==> src/rtl/washer_pkg.sv <==
package washer_pkg;

  typedef enum logic [2:0] {
    ST_IDLE  = 3'd0,
    ST_ARMED = 3'd1,
    ST_FILL  = 3'd2,
    ST_HEAT  = 3'd3,
    ST_WASH  = 3'd4,
    ST_RINSE = 3'd5,
    ST_SPIN  = 3'd6,
    ST_FAULT = 3'd7
  } washState_e;

  // Strobes from control to the phase timer
  typedef struct packed {
    logic       loadTimer;
    washState_e loadPhase;
  } timerCtl_t;

  function automatic int maxOf(input int a, input int b);
    return (a > b) ? a : b;
  endfunction

endpackage

==> src/rtl/washer_phase_timer.sv <==
module washer_phase_timer
  import washer_pkg::*;
#(
  parameter int FILL_CYC  = 200,
  parameter int HEAT_CYC  = 150,
  parameter int WASH_CYC  = 600,
  parameter int RINSE_CYC = 400,
  parameter int SPIN_CYC  = 300
) (
  input  logic      clk,
  input  logic      rst,
  input  timerCtl_t ctl,
  output logic      timerDone
);

  localparam int MAX_CYC = maxOf(maxOf(maxOf(FILL_CYC, HEAT_CYC), maxOf(WASH_CYC, RINSE_CYC)), SPIN_CYC);
  localparam int CNT_W   = $clog2(MAX_CYC + 1);

  logic [CNT_W-1:0] count;
  logic [CNT_W-1:0] loadVal;

  // Phase lasting N cycles loads N-1; done while the count is zero
  always_comb begin
    case (ctl.loadPhase)
      ST_FILL:  loadVal = CNT_W'(FILL_CYC - 1);
      ST_HEAT:  loadVal = CNT_W'(HEAT_CYC - 1);
      ST_WASH:  loadVal = CNT_W'(WASH_CYC - 1);
      ST_RINSE: loadVal = CNT_W'(RINSE_CYC - 1);
      ST_SPIN:  loadVal = CNT_W'(SPIN_CYC - 1);
      default:  loadVal = '0;
    endcase
  end

  always_ff @(posedge clk) begin
    if (rst)                count <= '0;
    else if (ctl.loadTimer) count <= loadVal;
    else if (count != '0)   count <= count - CNT_W'(1);
  end

  assign timerDone = (count == '0);

  assert_countdown_R6: assert property (@(posedge clk) disable iff (rst)
    (!ctl.loadTimer && count != '0) |=> (count == $past(count) - CNT_W'(1)));

  assert_hold_zero_R6: assert property (@(posedge clk) disable iff (rst)
    (!ctl.loadTimer && timerDone) |=> timerDone);

endmodule

==> src/rtl/washer_seq_fsm.sv <==
module washer_seq_fsm
  import washer_pkg::*;
(
  input  logic      clk,
  input  logic      rst,
  input  logic      coinIn,
  input  logic      startReq,
  input  logic      cancelReq,
  input  logic      doorClosed,
  input  logic      motorFail,
  input  logic      outOfBalance,
  input  logic      levelDone,
  input  logic      heatDone,
  input  logic      timerDone,
  output timerCtl_t ctl,
  output logic      coinReturn,
  output logic      waterValve,
  output logic      heaterOn,
  output logic      motorWash,
  output logic      motorSpin,
  output logic      doorLock,
  output logic      faultFlag,
  output logic [2:0] stateCode
);

  washState_e state, nextState;
  logic activePhase;

  assign activePhase = (state inside {ST_FILL, ST_HEAT, ST_WASH, ST_RINSE, ST_SPIN});

  always_comb begin
    nextState = state;
    if (activePhase && cancelReq)                        nextState = ST_IDLE;
    else if (activePhase && (motorFail || outOfBalance)) nextState = ST_FAULT;
    else begin
      case (state)
        ST_IDLE:  if (coinIn) nextState = ST_ARMED;
        ST_ARMED: if (cancelReq) nextState = ST_IDLE;
                  else if (startReq && doorClosed) nextState = ST_FILL;
        ST_FILL:  if (levelDone) nextState = ST_HEAT;
                  else if (timerDone) nextState = ST_FAULT;
        ST_HEAT:  if (heatDone) nextState = ST_WASH;
                  else if (timerDone) nextState = ST_FAULT;
        ST_WASH:  if (timerDone) nextState = ST_RINSE;
        ST_RINSE: if (timerDone) nextState = ST_SPIN;
        ST_SPIN:  if (timerDone) nextState = ST_IDLE;
        default:  nextState = ST_ARMED;
      endcase
    end
  end

  assign ctl.loadTimer = (nextState != state);
  assign ctl.loadPhase = nextState;

  always_ff @(posedge clk) begin
    if (rst) begin
      state      <= ST_IDLE;
      coinReturn <= 1'b0;
      faultFlag  <= 1'b0;
    end else begin
      state      <= nextState;
      coinReturn <= (state == ST_ARMED) && cancelReq;
      if (nextState == ST_FAULT)
        faultFlag <= 1'b1;
      else if (state == ST_ARMED && nextState != ST_ARMED)
        faultFlag <= 1'b0;
    end
  end

  assign waterValve = (state == ST_FILL) || (state == ST_RINSE);
  assign heaterOn   = (state == ST_HEAT);
  assign motorWash  = (state == ST_WASH) || (state == ST_RINSE);
  assign motorSpin  = (state == ST_SPIN);
  assign doorLock   = activePhase;
  assign stateCode  = state;

  assert_coin_arms_R2: assert property (@(posedge clk) disable iff (rst)
    (state == ST_IDLE && coinIn) |=> (state == ST_ARMED));

  assert_refund_pulse_R3: assert property (@(posedge clk) disable iff (rst)
    coinReturn |=> !coinReturn);

  assert_refund_origin_R3: assert property (@(posedge clk) disable iff (rst)
    coinReturn |-> ($past(state) == ST_ARMED && state == ST_IDLE));

  assert_forfeit_R7: assert property (@(posedge clk) disable iff (rst)
    (activePhase && cancelReq) |=> (state == ST_IDLE && !coinReturn));

  assert_fault_one_cycle_R8: assert property (@(posedge clk) disable iff (rst)
    (state == ST_FAULT) |=> (state == ST_ARMED));

  assert_flag_in_fault_R9: assert property (@(posedge clk) disable iff (rst)
    (state == ST_FAULT) |-> faultFlag);

  assert_spin_end_R6: assert property (@(posedge clk) disable iff (rst)
    (state == ST_SPIN && timerDone && !cancelReq && !motorFail && !outOfBalance)
      |=> (state == ST_IDLE));

endmodule

==> src/rtl/washer_cycle_ctrl.sv <==
module washer_cycle_ctrl
  import washer_pkg::*;
#(
  parameter int FILL_CYC  = 200,
  parameter int HEAT_CYC  = 150,
  parameter int WASH_CYC  = 600,
  parameter int RINSE_CYC = 400,
  parameter int SPIN_CYC  = 300
) (
  input  logic       clk,
  input  logic       rst,
  input  logic       coinIn,
  input  logic       startReq,
  input  logic       cancelReq,
  input  logic       doorClosed,
  input  logic       motorFail,
  input  logic       outOfBalance,
  input  logic       levelDone,
  input  logic       heatDone,
  output logic       coinReturn,
  output logic       waterValve,
  output logic       heaterOn,
  output logic       motorWash,
  output logic       motorSpin,
  output logic       doorLock,
  output logic       faultFlag,
  output logic [2:0] stateCode
);

  timerCtl_t timerCtl;
  logic      timerDone;

  washer_seq_fsm u_fsm (
    .clk(clk), .rst(rst), .coinIn(coinIn), .startReq(startReq),
    .cancelReq(cancelReq), .doorClosed(doorClosed), .motorFail(motorFail),
    .outOfBalance(outOfBalance), .levelDone(levelDone), .heatDone(heatDone),
    .timerDone(timerDone), .ctl(timerCtl), .coinReturn(coinReturn),
    .waterValve(waterValve), .heaterOn(heaterOn), .motorWash(motorWash),
    .motorSpin(motorSpin), .doorLock(doorLock), .faultFlag(faultFlag),
    .stateCode(stateCode)
  );

  washer_phase_timer #(
    .FILL_CYC(FILL_CYC), .HEAT_CYC(HEAT_CYC), .WASH_CYC(WASH_CYC),
    .RINSE_CYC(RINSE_CYC), .SPIN_CYC(SPIN_CYC)
  ) u_timer (
    .clk(clk), .rst(rst), .ctl(timerCtl), .timerDone(timerDone)
  );

endmodule

==> config.mk <==
export PLATFORM = sky130hd
export DESIGN_NAME = washer_cycle_ctrl
export DESIGN_NICKNAME = d
export VERILOG_FILES = /design/src/rtl/washer_pkg.sv /design/src/rtl/washer_phase_timer.sv /design/src/rtl/washer_seq_fsm.sv /design/src/rtl/washer_cycle_ctrl.sv
export SDC_FILE = /design/constraint.sdc
export NUM_CORES = 1
export LEC_CHECK = 0
export BUFFER_PORTS_ARGS = -buffer_cell sky130_fd_sc_hd__buf_2
export CORE_MARGIN = 2
export CORE_UTILIZATION = 55
export CTS_CLUSTER_SIZE = 20
export DETAILED_ROUTE_END_ITERATION = 8
export PLACE_DENSITY = 0.87
export SKIP_LAST_GASP = 1
export SYNTH_ARGS = -nofsm -noshare
export SYNTH_HDL_FRONTEND = slang
export SYNTH_SLANG_ARGS = --single-unit
==> constraint.sdc <==
create_clock -name clk -period 5.5 [get_ports clk]
set_clock_uncertainty 0.1 [all_clocks]
set_input_delay 0.55 -clock clk [delete_from_list [all_inputs] [get_ports clk]]
set_output_delay 0.55 -clock clk [all_outputs]
set_load 0.1 [all_outputs]
==> results of run 1 <==
## synth_stat cells, types with 2 or more instances
| master | number |
|---|---|
| a21o_1 | 2 |
| mux2i_1 | 9 |
| and3_1 | 3 |
| nand2_1 | 16 |
| nor4b_1 | 2 |
| nor4_1 | 3 |
| xnor2_1 | 3 |
| o21ai_0 | 9 |
| nand3_1 | 9 |
| or4_1 | 2 |
| nand3b_1 | 2 |
| nor2b_1 | 2 |
| nor3b_1 | 2 |
| o31ai_1 | 3 |
| ha_1 | 3 |
| clkbuf_1 | 3 |
| dfxtp_1 | 15 |
| or2_1 | 2 |
| o21ai_1 | 2 |
| a211o_1 | 2 |
| a21oi_1 | 8 |
| nor3_1 | 7 |
| xor2_1 | 4 |
| inv_1 | 4 |
| or3_1 | 2 |
| nor2_1 | 17 |
| nand2b_1 | 3 |
| inv_2 | 3 |
## placed cells by master, fill, tap and decap left out, types with 2 or more instances in the layout
cell / netlist / routed
buf_2: 1 / 19
nor2_1: 17 / 17
nand2_1: 16 / 16
dfxtp_1: 15 / 15
nand3_1: 9 / 9
o21ai_0: 9 / 9
mux2i_1: 9 / 9
a21oi_1: 8 / 8
nor3_1: 7 / 7
inv_1: 4 / 4
xor2_1: 4 / 4
inv_2: 3 / 3
nand2b_1: 3 / 3
nor4_1: 3 / 3
and3_1: 3 / 3
o31ai_1: 3 / 3
xnor2_1: 3 / 3
ha_1: 3 / 3
clkbuf_4: 0 / 3
nand3b_1: 2 / 2
nor2b_1: 2 / 2
nor4b_1: 2 / 2
a211o_1: 2 / 2
or2_1: 2 / 2
o21ai_1: 2 / 2
a21o_1: 2 / 2
or4_1: 2 / 2
nor3b_1: 2 / 2
or3_1: 2 / 2
## routing by layer
metal / vias to the layer above / global-route usage [%] / wire length (um)
li1: 634 / - / -
met2: 59 / 43.0 / 1560
met4: 0 / 10.1 / 74
met5: - / 0 / 0
met1: 632 / 31.0 / 1340
met3: 11 / 2.59 / 219
## metrics by stage
step / util (%) / hold slack (ns) / cell area, um^2 / cells / worst slack, ns
final: 63.8 / 0.394 / 1400 / 209 / 1.83
after global routing: 63.8 / 0.405 / 1400 / 209 / 1.64
after CTS: 63.8 / 0.391 / 1400 / 209 / 1.85
after detailed placement: 62.6 / 0.376 / 1370 / 205 / 1.88
after global placement: 62.6 / 0.361 / 1370 / 205 / 2.04
after floorplan: - / 0.434 / 1270 / 164 / 1.53
## worst min-delay path by stage
stage | start | endpoint | slack (ns) | cells after the start
finish | u_fsm.faultFlag$_SDFFE_PP0P_ | u_fsm.faultFlag$_SDFFE_PP0P_ | 0.39 | 2
global route | u_fsm.faultFlag$_SDFFE_PP0P_ | u_fsm.faultFlag$_SDFFE_PP0P_ | 0.40 | 2
CTS | u_fsm.faultFlag$_SDFFE_PP0P_ | u_fsm.faultFlag$_SDFFE_PP0P_ | 0.39 | 2
detailed placement | u_fsm.faultFlag$_SDFFE_PP0P_ | u_fsm.faultFlag$_SDFFE_PP0P_ | 0.38 | 2
global placement | u_fsm.faultFlag$_SDFFE_PP0P_ | u_fsm.faultFlag$_SDFFE_PP0P_ | 0.36 | 2
floorplan | u_timer.count[9]$_SDFFE_PP0P_ | u_timer.count[9]$_SDFFE_PP0P_ | 0.43 | 2
## critical path, delay by kind of cell (launching register included)
kind            cells  cell delay (ns)
flops               1             0.33
fa+ha+maj           1             0.20
simple gates        3             1.78
compound gates      2             0.23
buf+inv             1             0.12
mux                 2             0.81
## layout make-up
class                      instances  area, um^2
multi-input combinational        136         915
inverter                           7        26.3
clock buffer                       3        22.5
tap                               28        35.0
clock inverter                     1        5.00
sequential                        15         300
timing repair buffer              19        95.1
fill                             190         792
## state kept, by name, indices dropped and copies added, names as in the netlist
register	count
u_fsm.faultFlag	1
u_fsm.stateCode	3
u_timer.count	10
u_fsm.coinReturn	1
## cell families after synthesis
group	after synthesis	synth area share (%)
AND/OR/NAND/NOR	79	35.2
XOR/XNOR	7	4.83
adder cells (fa/ha/maj)	3	2.96
buffers and inverters	13	4.24
multiplexers	11	9.17
AO/OA/AOI/OAI	36	19.9
flip-flops	15	23.7
==> out/qor.txt, run 1 <==
outcome: finished clean
clock root buffer: clkbuf_4
Post CTS Setup Buffer Count: 0
# DRC: 0
largest net degree at the start of global routing: 18
RSZ-0062 raised after global routing: no
Rows: 17
io pins: 20
H-tree Lvls: 1
Async SR Flop Fraction: 0%
synthesis warning total: 0
first-pass GRT wire length: 5050 um
clock tree buffer depth: 2
Worst R2R Setup Slack: 1.83 ns
GRT Total Usage: 24.8%
die height: 52.0 um
hold buffers post-CTS: 0
Buffers on Ports: 19
Mean Syn Cell Area: 7.74 um^2
Gate Count Post-Synth: 164
Layout Nets: 195
clock-pin slew on the worst setup and hold paths: 0.10 ns
Antenna Cells: 0
CP Capture Type: flip-flop
setup_tns: 0 ns
fmax: 0.272 GHz
Final ANT Viol Nets: 0
FF-to-FF End: u_timer.count[0]$_SDFFE_PP0P_
DIE AREA: 2710 um^2
Critical Path Start Type: flip-flop
Slew Limit Fails: 0
Worst path slowest cell: or4_1
fin crit period: 3.67 ns
Total Wirelength: 3190 um
DRT iter0 DRCs: 56
Max stage delay on crit path: 0.77 ns
worst-margin pin slew: 0.570 ns
reg2reg start: u_timer.count[0]$_SDFFE_PP0P_
TritonCTS buffer count: 3
CP Max Fanout: 10
Worst-Skew Late Latency: 0.29 ns
Critical Path End: u_timer.count[0]$_SDFFE_PP0P_
number of flops mapped to enable cells by yosys: 0
final setup vio count: 0
total gr overflow: 0
arrival time at the worst endpoint: 3.75 ns
per-cell routed wire length: 15.3 um
critical path class: reg -> reg
Starting Density: 57.9%
Final Hold Violating Endpoints: 0
TritonRoute pass-1 iters: 5
Yosys top cell area share: 23.7%
Seq/Total Area, Yosys: 23.7%
initial antenna violation count: 0
Synth Register Bits: 15
vias in the first global route: 1144
Netlist cell types: 50
post-DR vias/cell: 6.39
required time of the critical path: 5.58 ns
GPL Wtd Cong: 0.942
max-slew headroom at the worst pin: 61.9%
Max-cap violations: 0
via count: 1336
mapped cell area: 1270 um^2
post_cts resized: 0
beginning of the critical path: u_timer.count[0]$_SDFFE_PP0P_
core area: 2190 um^2
crit path cell chain: inv_1, ha_1, or4b_1, nor3_2, mux2_2, a31oi_1, a21oi_1, or4_1, mux2_4
Synth-to-Final Area Change: 10.3%
Area contributors post-synth: dfxtp_1 (24%), mux2i_1 (7.1%), nor2_1 (5.0%)
Syn Nets: 177
DIE WIDTH: 52.0 um
CTS tree: built
DP Wirelength: 2510 um
CTS sink count: 15
HP Class: reg -> reg
Tcrit/Tclk final: 66.8%
share of layout cells above drive strength 1: 19.3%
post-synth top area cell: dfxtp_1
worst reg2reg path depth: 9
dominant synthesized flop cell: dfxtp_1
Power of run 1 is not shown: default switching activity piles up to over one toggle a cycle in this logic, so the estimate is an artifact.
==> run 2: changes to the inputs <==
Clock period 5.5 ns to 3.4 ns, I/O delays scaled along.
==> run 2 against run 1 <==
  * First-iteration DRC count up 18%
  * Utilization rose by 1.4 points
  * Final cell count increased by 0.96%
  * Via count fell by 1.6%
  * Sequential cell count unchanged
  * Design area up 2.2%
  * Sequential share of layout area decreased by 0.29 points
  * Die area unchanged
  * Critical endpoint is now u_timer.count[9]$_SDFFE_PP0P_
==> out/qor.txt, run 2 (synthesis results as in run 1) <==
outcome: finished clean
Metal-1 WL: 1410 um
critical path buffer and inverter count: 2
worst reg2reg path depth: 10
Slew Limit Fails: 0
crit-path leading delay family: simple AND/OR/NAND/NOR gates
Worst R2R Setup Slack: 0.17 ns
Rows: 17
Largest register FFs: 10
Starting Density: 57.9%
total number of cells along the worst setup path: 10
post-DR vias/cell: 6.23
critical path class: reg -> reg
Tcrit/Tclk final: 94.9%
CP Max Fanout: 9
final setup vio count: 0
HP Class: in -> reg
hold-critical path depth: 2
FF-to-FF End: u_timer.count[9]$_SDFFE_PP0P_
Most flops, register: u_timer.count
via count: 1315
Worst-Skew Late Latency: 0.30 ns
routed wl met3: 259 um
commonest non-fill, non-tap cell in the layout: buf_2
Final ANT Viol Nets: 0
Hold Path Origin: cancelReq
arrival time at the worst endpoint: 3.34 ns
fmax: 0.310 GHz
clock root buffer: clkbuf_4
met2 WL: 1600 um
Synth-to-Final Area Change: 12.7%
Hold Path End: u_fsm.coinReturn$_SDFF_PP0_
CP Capture Type: flip-flop
TritonCTS buffer count: 3
Worst path slowest cell: or4_1
vias in the first global route: 1178
dpl cells: 207
reg2reg start: u_timer.count[0]$_SDFFE_PP0P_
DIE AREA: 2710 um^2
GRT Total Usage: 27.1%
required time of the critical path: 3.51 ns
clock tree buffer depth: 2
top sig layer: met4
initial antenna violation count: 0
max-slew headroom at the worst pin: 58.0%
DP Wirelength: 2570 um
DIE WIDTH: 52.0 um
# DRC: 0
Antenna Cells: 0
setup_tns: 0 ns
H-tree Lvls: 1
Max stage delay on crit path: 0.56 ns
clock-pin slew on the worst setup and hold paths: 0.10 ns
Critical Path Start Type: flip-flop
Layout Nets: 197
total gr overflow: 0
Total Wirelength: 3410 um
Final Hold Violating Endpoints: 0
die height: 52.0 um
core area: 2190 um^2
crit path cell chain: inv_1, ha_1, or4b_1, nor3_2, mux2_2, a31oi_1, a21oi_1, or4_1, buf_4, o31ai_1
GPL Wtd Cong: 0.914
largest net degree at the start of global routing: 18
Post CTS Setup Buffer Count: 0
Buffers on Ports: 19
io pins: 20
DRT iter0 DRCs: 66
hold buffers post-CTS: 0
first-pass GRT wire length: 5350 um
CTS tree: built
Non-Filler Instances: 211
TritonRoute pass-1 iters: 4
RSZ-0062 raised after global routing: no
per-cell routed wire length: 16.1 um
worst-margin pin slew: 0.626 ns
fin crit period: 3.23 ns
share of layout cells above drive strength 1: 21.9%
commonest cells after routing, fill and taps aside: buf_2 (19), nor2_1 (17), nand2_1 (15)
CTS sink count: 15
Max-cap violations: 0
-- run 2: cell count changes in the layout (fill, tap and decap cells not counted), sizes merged --
cell	delta
buf	+2
-- run 2: how the worst max path moves through the flow --
stage                                        startpoint                       endpoint  slack (ns)
after floorplan           u_fsm.stateCode[1]$_SDFF_PP0_  u_timer.count[0]$_SDFFE_PP0P_        0.04
after global placement    u_timer.count[0]$_SDFFE_PP0P_  u_timer.count[9]$_SDFFE_PP0P_        0.38
after detailed placement  u_timer.count[0]$_SDFFE_PP0P_  u_timer.count[9]$_SDFFE_PP0P_        0.22
after CTS                 u_timer.count[0]$_SDFFE_PP0P_  u_timer.count[9]$_SDFFE_PP0P_        0.20
after global routing      u_timer.count[0]$_SDFFE_PP0P_  u_timer.count[9]$_SDFFE_PP0P_        0.06
final                     u_timer.count[0]$_SDFFE_PP0P_  u_timer.count[9]$_SDFFE_PP0P_        0.17
-- run 2: layout make-up --
cell class,instances,area (um^2)
fillers,178,761
multi-input cells,136,928
clock inverters,1,5.00
well taps,28,35.0
repair buffers,21,110
flip-flops and latches,15,303
inverters,7,26.3
clock buffers,3,22.5
-- run 2: per-layer routing --
| layer | vias to the layer above | global-route usage (%) |
|---|---|---|
| met3 | 16 | 2.30 |
| met5 | - | 0 |
| li1 | 637 | - |
| met2 | 79 | 44.7 |
| met1 | 583 | 33.2 |
| met4 | 0 | 18.0 |
-- run 2: stage by stage --
| step | hold WS, ns | util (%) | instance area, um^2 | worst slack [ns] |
|---|---|---|---|---|
| finish | 0.222 | 65.3 | 1430 | 0.173 |
| CTS | 0.228 | 64.8 | 1420 | 0.199 |
| detailed placement | 0.400 | 63.5 | 1390 | 0.219 |
| floorplan | 0.404 | - | 1270 | 0.0426 |
| global placement | 0.362 | 63.5 | 1390 | 0.380 |
| global route | 0.225 | 65.3 | 1430 | 0.0628 |
-- run 2: repair_timing --
item                                    CTS  global route
endpoints found under the setup margin    0             2
gates resized for setup                   0             1
hold endpoints to repair                  0             0
Power of run 2 is left out for the same reason.
==> run 3: changes to the inputs <==
Clock period 3.4 ns to 3.36 ns, I/O delays scaled along.
==> run 3 against run 2 <==
  * Sequential share of layout area rose by 0.13 points
  * Design area shrank 0.61%
  * Sequential cell count is the same
  * Via count shrank 1.2%
  * Largest cell class unchanged
  * Worst hold slack worse by 0.0011 ns
  * Register-to-register slack improved by 0.09 ns
  * Final cell count unchanged
  * Non-clock buffer count unchanged
  * Critical path depth stayed put
==> out/qor.txt, run 3 (synthesis results as in run 1) <==
final setup vio count: 0
via count: 1299
RSZ-0062 raised after global routing: no
arrival time at the worst endpoint: 3.24 ns
largest net degree at the start of global routing: 18
hold buffers post-CTS: 0
Most flops, register: u_timer.count
CP Capture Type: flip-flop
DP Wirelength: 2520 um
H-tree Lvls: 1
first-pass GRT wire length: 5060 um
Synth-to-Final Area Change: 12.0%
crit-path leading delay family: simple AND/OR/NAND/NOR gates
top sig layer: met4
commonest non-fill, non-tap cell in the layout: buf_2
Final ANT Viol Nets: 0
critical path class: reg -> reg
die height: 52.0 um
post_cts resized: 0
Antenna Cells: 0
Max stage delay on crit path: 0.56 ns
required time of the critical path: 3.50 ns
Buffers on Ports: 19
CP Max Fanout: 9
io pins: 20
TritonCTS buffer count: 3
commonest cells after routing, fill and taps aside: buf_2 (19), nor2_1 (17), nand2_1 (15)
Critical Path Start Type: flip-flop
post-DR vias/cell: 6.16
Post CTS Setup Buffer Count: 0
clock root buffer: clkbuf_4
Worst path slowest cell: or4_1
DIE WIDTH: 52.0 um
Slew Limit Fails: 0
Rows: 17
Total Wirelength: 3240 um
Worst-Skew Late Latency: 0.31 ns
CTS sink count: 15
GRT Total Usage: 25.6%
routed wl met3: 233 um
max-slew headroom at the worst pin: 57.5%
Metal-1 WL: 1410 um
Starting Density: 57.9%
# DRC: 0
initial antenna violation count: 0
DIE AREA: 2710 um^2
fin crit period: 3.10 ns
per-cell routed wire length: 15.4 um
crit path cell chain: inv_1, ha_1, or4b_1, nor3_2, mux2_2, a31oi_1, a21oi_1, or4_1, buf_4, o31ai_1
HP Class: in -> reg
total gr overflow: 0
Final Hold Violating Endpoints: 0
critical path buffer and inverter count: 2
fillers: 190
TritonRoute pass-1 iters: 4
share of layout cells above drive strength 1: 21.9%
worst-margin pin slew: 0.633 ns
clock tree buffer depth: 2
outcome: finished clean
fmax: 0.323 GHz
CTS tree: built
setup_tns: 0 ns
core area: 2190 um^2
vias in the first global route: 1148
Largest register FFs: 10
GPL Wtd Cong: 0.919
clock-pin slew on the worst setup and hold paths: 0.11 ns
met2 WL: 1530 um
DRT iter0 DRCs: 68
Max-cap violations: 0
Tcrit/Tclk final: 92.2%
Layout Nets: 197
[run 3: final timing paths]
check                                                   start                             to  slack (ns)  depth (start not counted)
worst max register to register  u_timer.count[0]$_SDFFE_PP0P_  u_timer.count[9]$_SDFFE_PP0P_        0.26                         10
worst min register to register   u_fsm.faultFlag$_SDFFE_PP0P_   u_fsm.faultFlag$_SDFFE_PP0P_        0.42                          2
worst max-delay path            u_timer.count[0]$_SDFFE_PP0P_  u_timer.count[9]$_SDFFE_PP0P_        0.26                         10
worst min-delay path                                cancelReq    u_fsm.coinReturn$_SDFF_PP0_        0.22                          2
[run 3: metrics by stage]
stage / util, % / instance area, um^2 / hold slack (ns) / cells / setup WS [ns]
after detailed placement: 63.5 / 1390 / 0.407 / 207 / 0.282
final: 64.9 / 1420 / 0.221 / 211 / 0.261
after floorplan: - / 1270 / 0.400 / 164 / 0.00260
after CTS: 64.9 / 1420 / 0.223 / 211 / 0.253
after global placement: 63.5 / 1390 / 0.365 / 207 / 0.342
after global routing: 64.9 / 1420 / 0.229 / 211 / 0.0875
[run 3: cell type report]
cell class,count,area (um^2),share of cell area [%]
multi-input cells,136,917,64.5
clock buffers,3,22.5,1.58
inverters,7,26.3,1.85
well taps,28,35.0,2.46
flip-flops and latches,15,303,21.3
clock inverters,1,7.51,0.528
repair buffers,21,110,7.75
[run 3: routing by layer]
| metal | up-vias | GRT usage (%) |
|---|---|---|
| met3 | 9 | 2.59 |
| met4 | 0 | 10.5 |
| met2 | 56 | 44.3 |
| met1 | 596 | 32.0 |
| met5 | - | 0 |
| li1 | 638 | - |
[run 3: worst reg2reg max path: stages, from the launching register on]
cell and delay, ns:
dfxtp_1 0.34, inv_1 0.11, ha_1 0.18, or4b_1 0.53, nor3_2 0.17, mux2_2 0.37, a31oi_1 0.16, a21oi_1 0.05
or4_1 0.56, buf_4 0.22, o31ai_1 0.22
Power of run 3 is left out for the same reason.
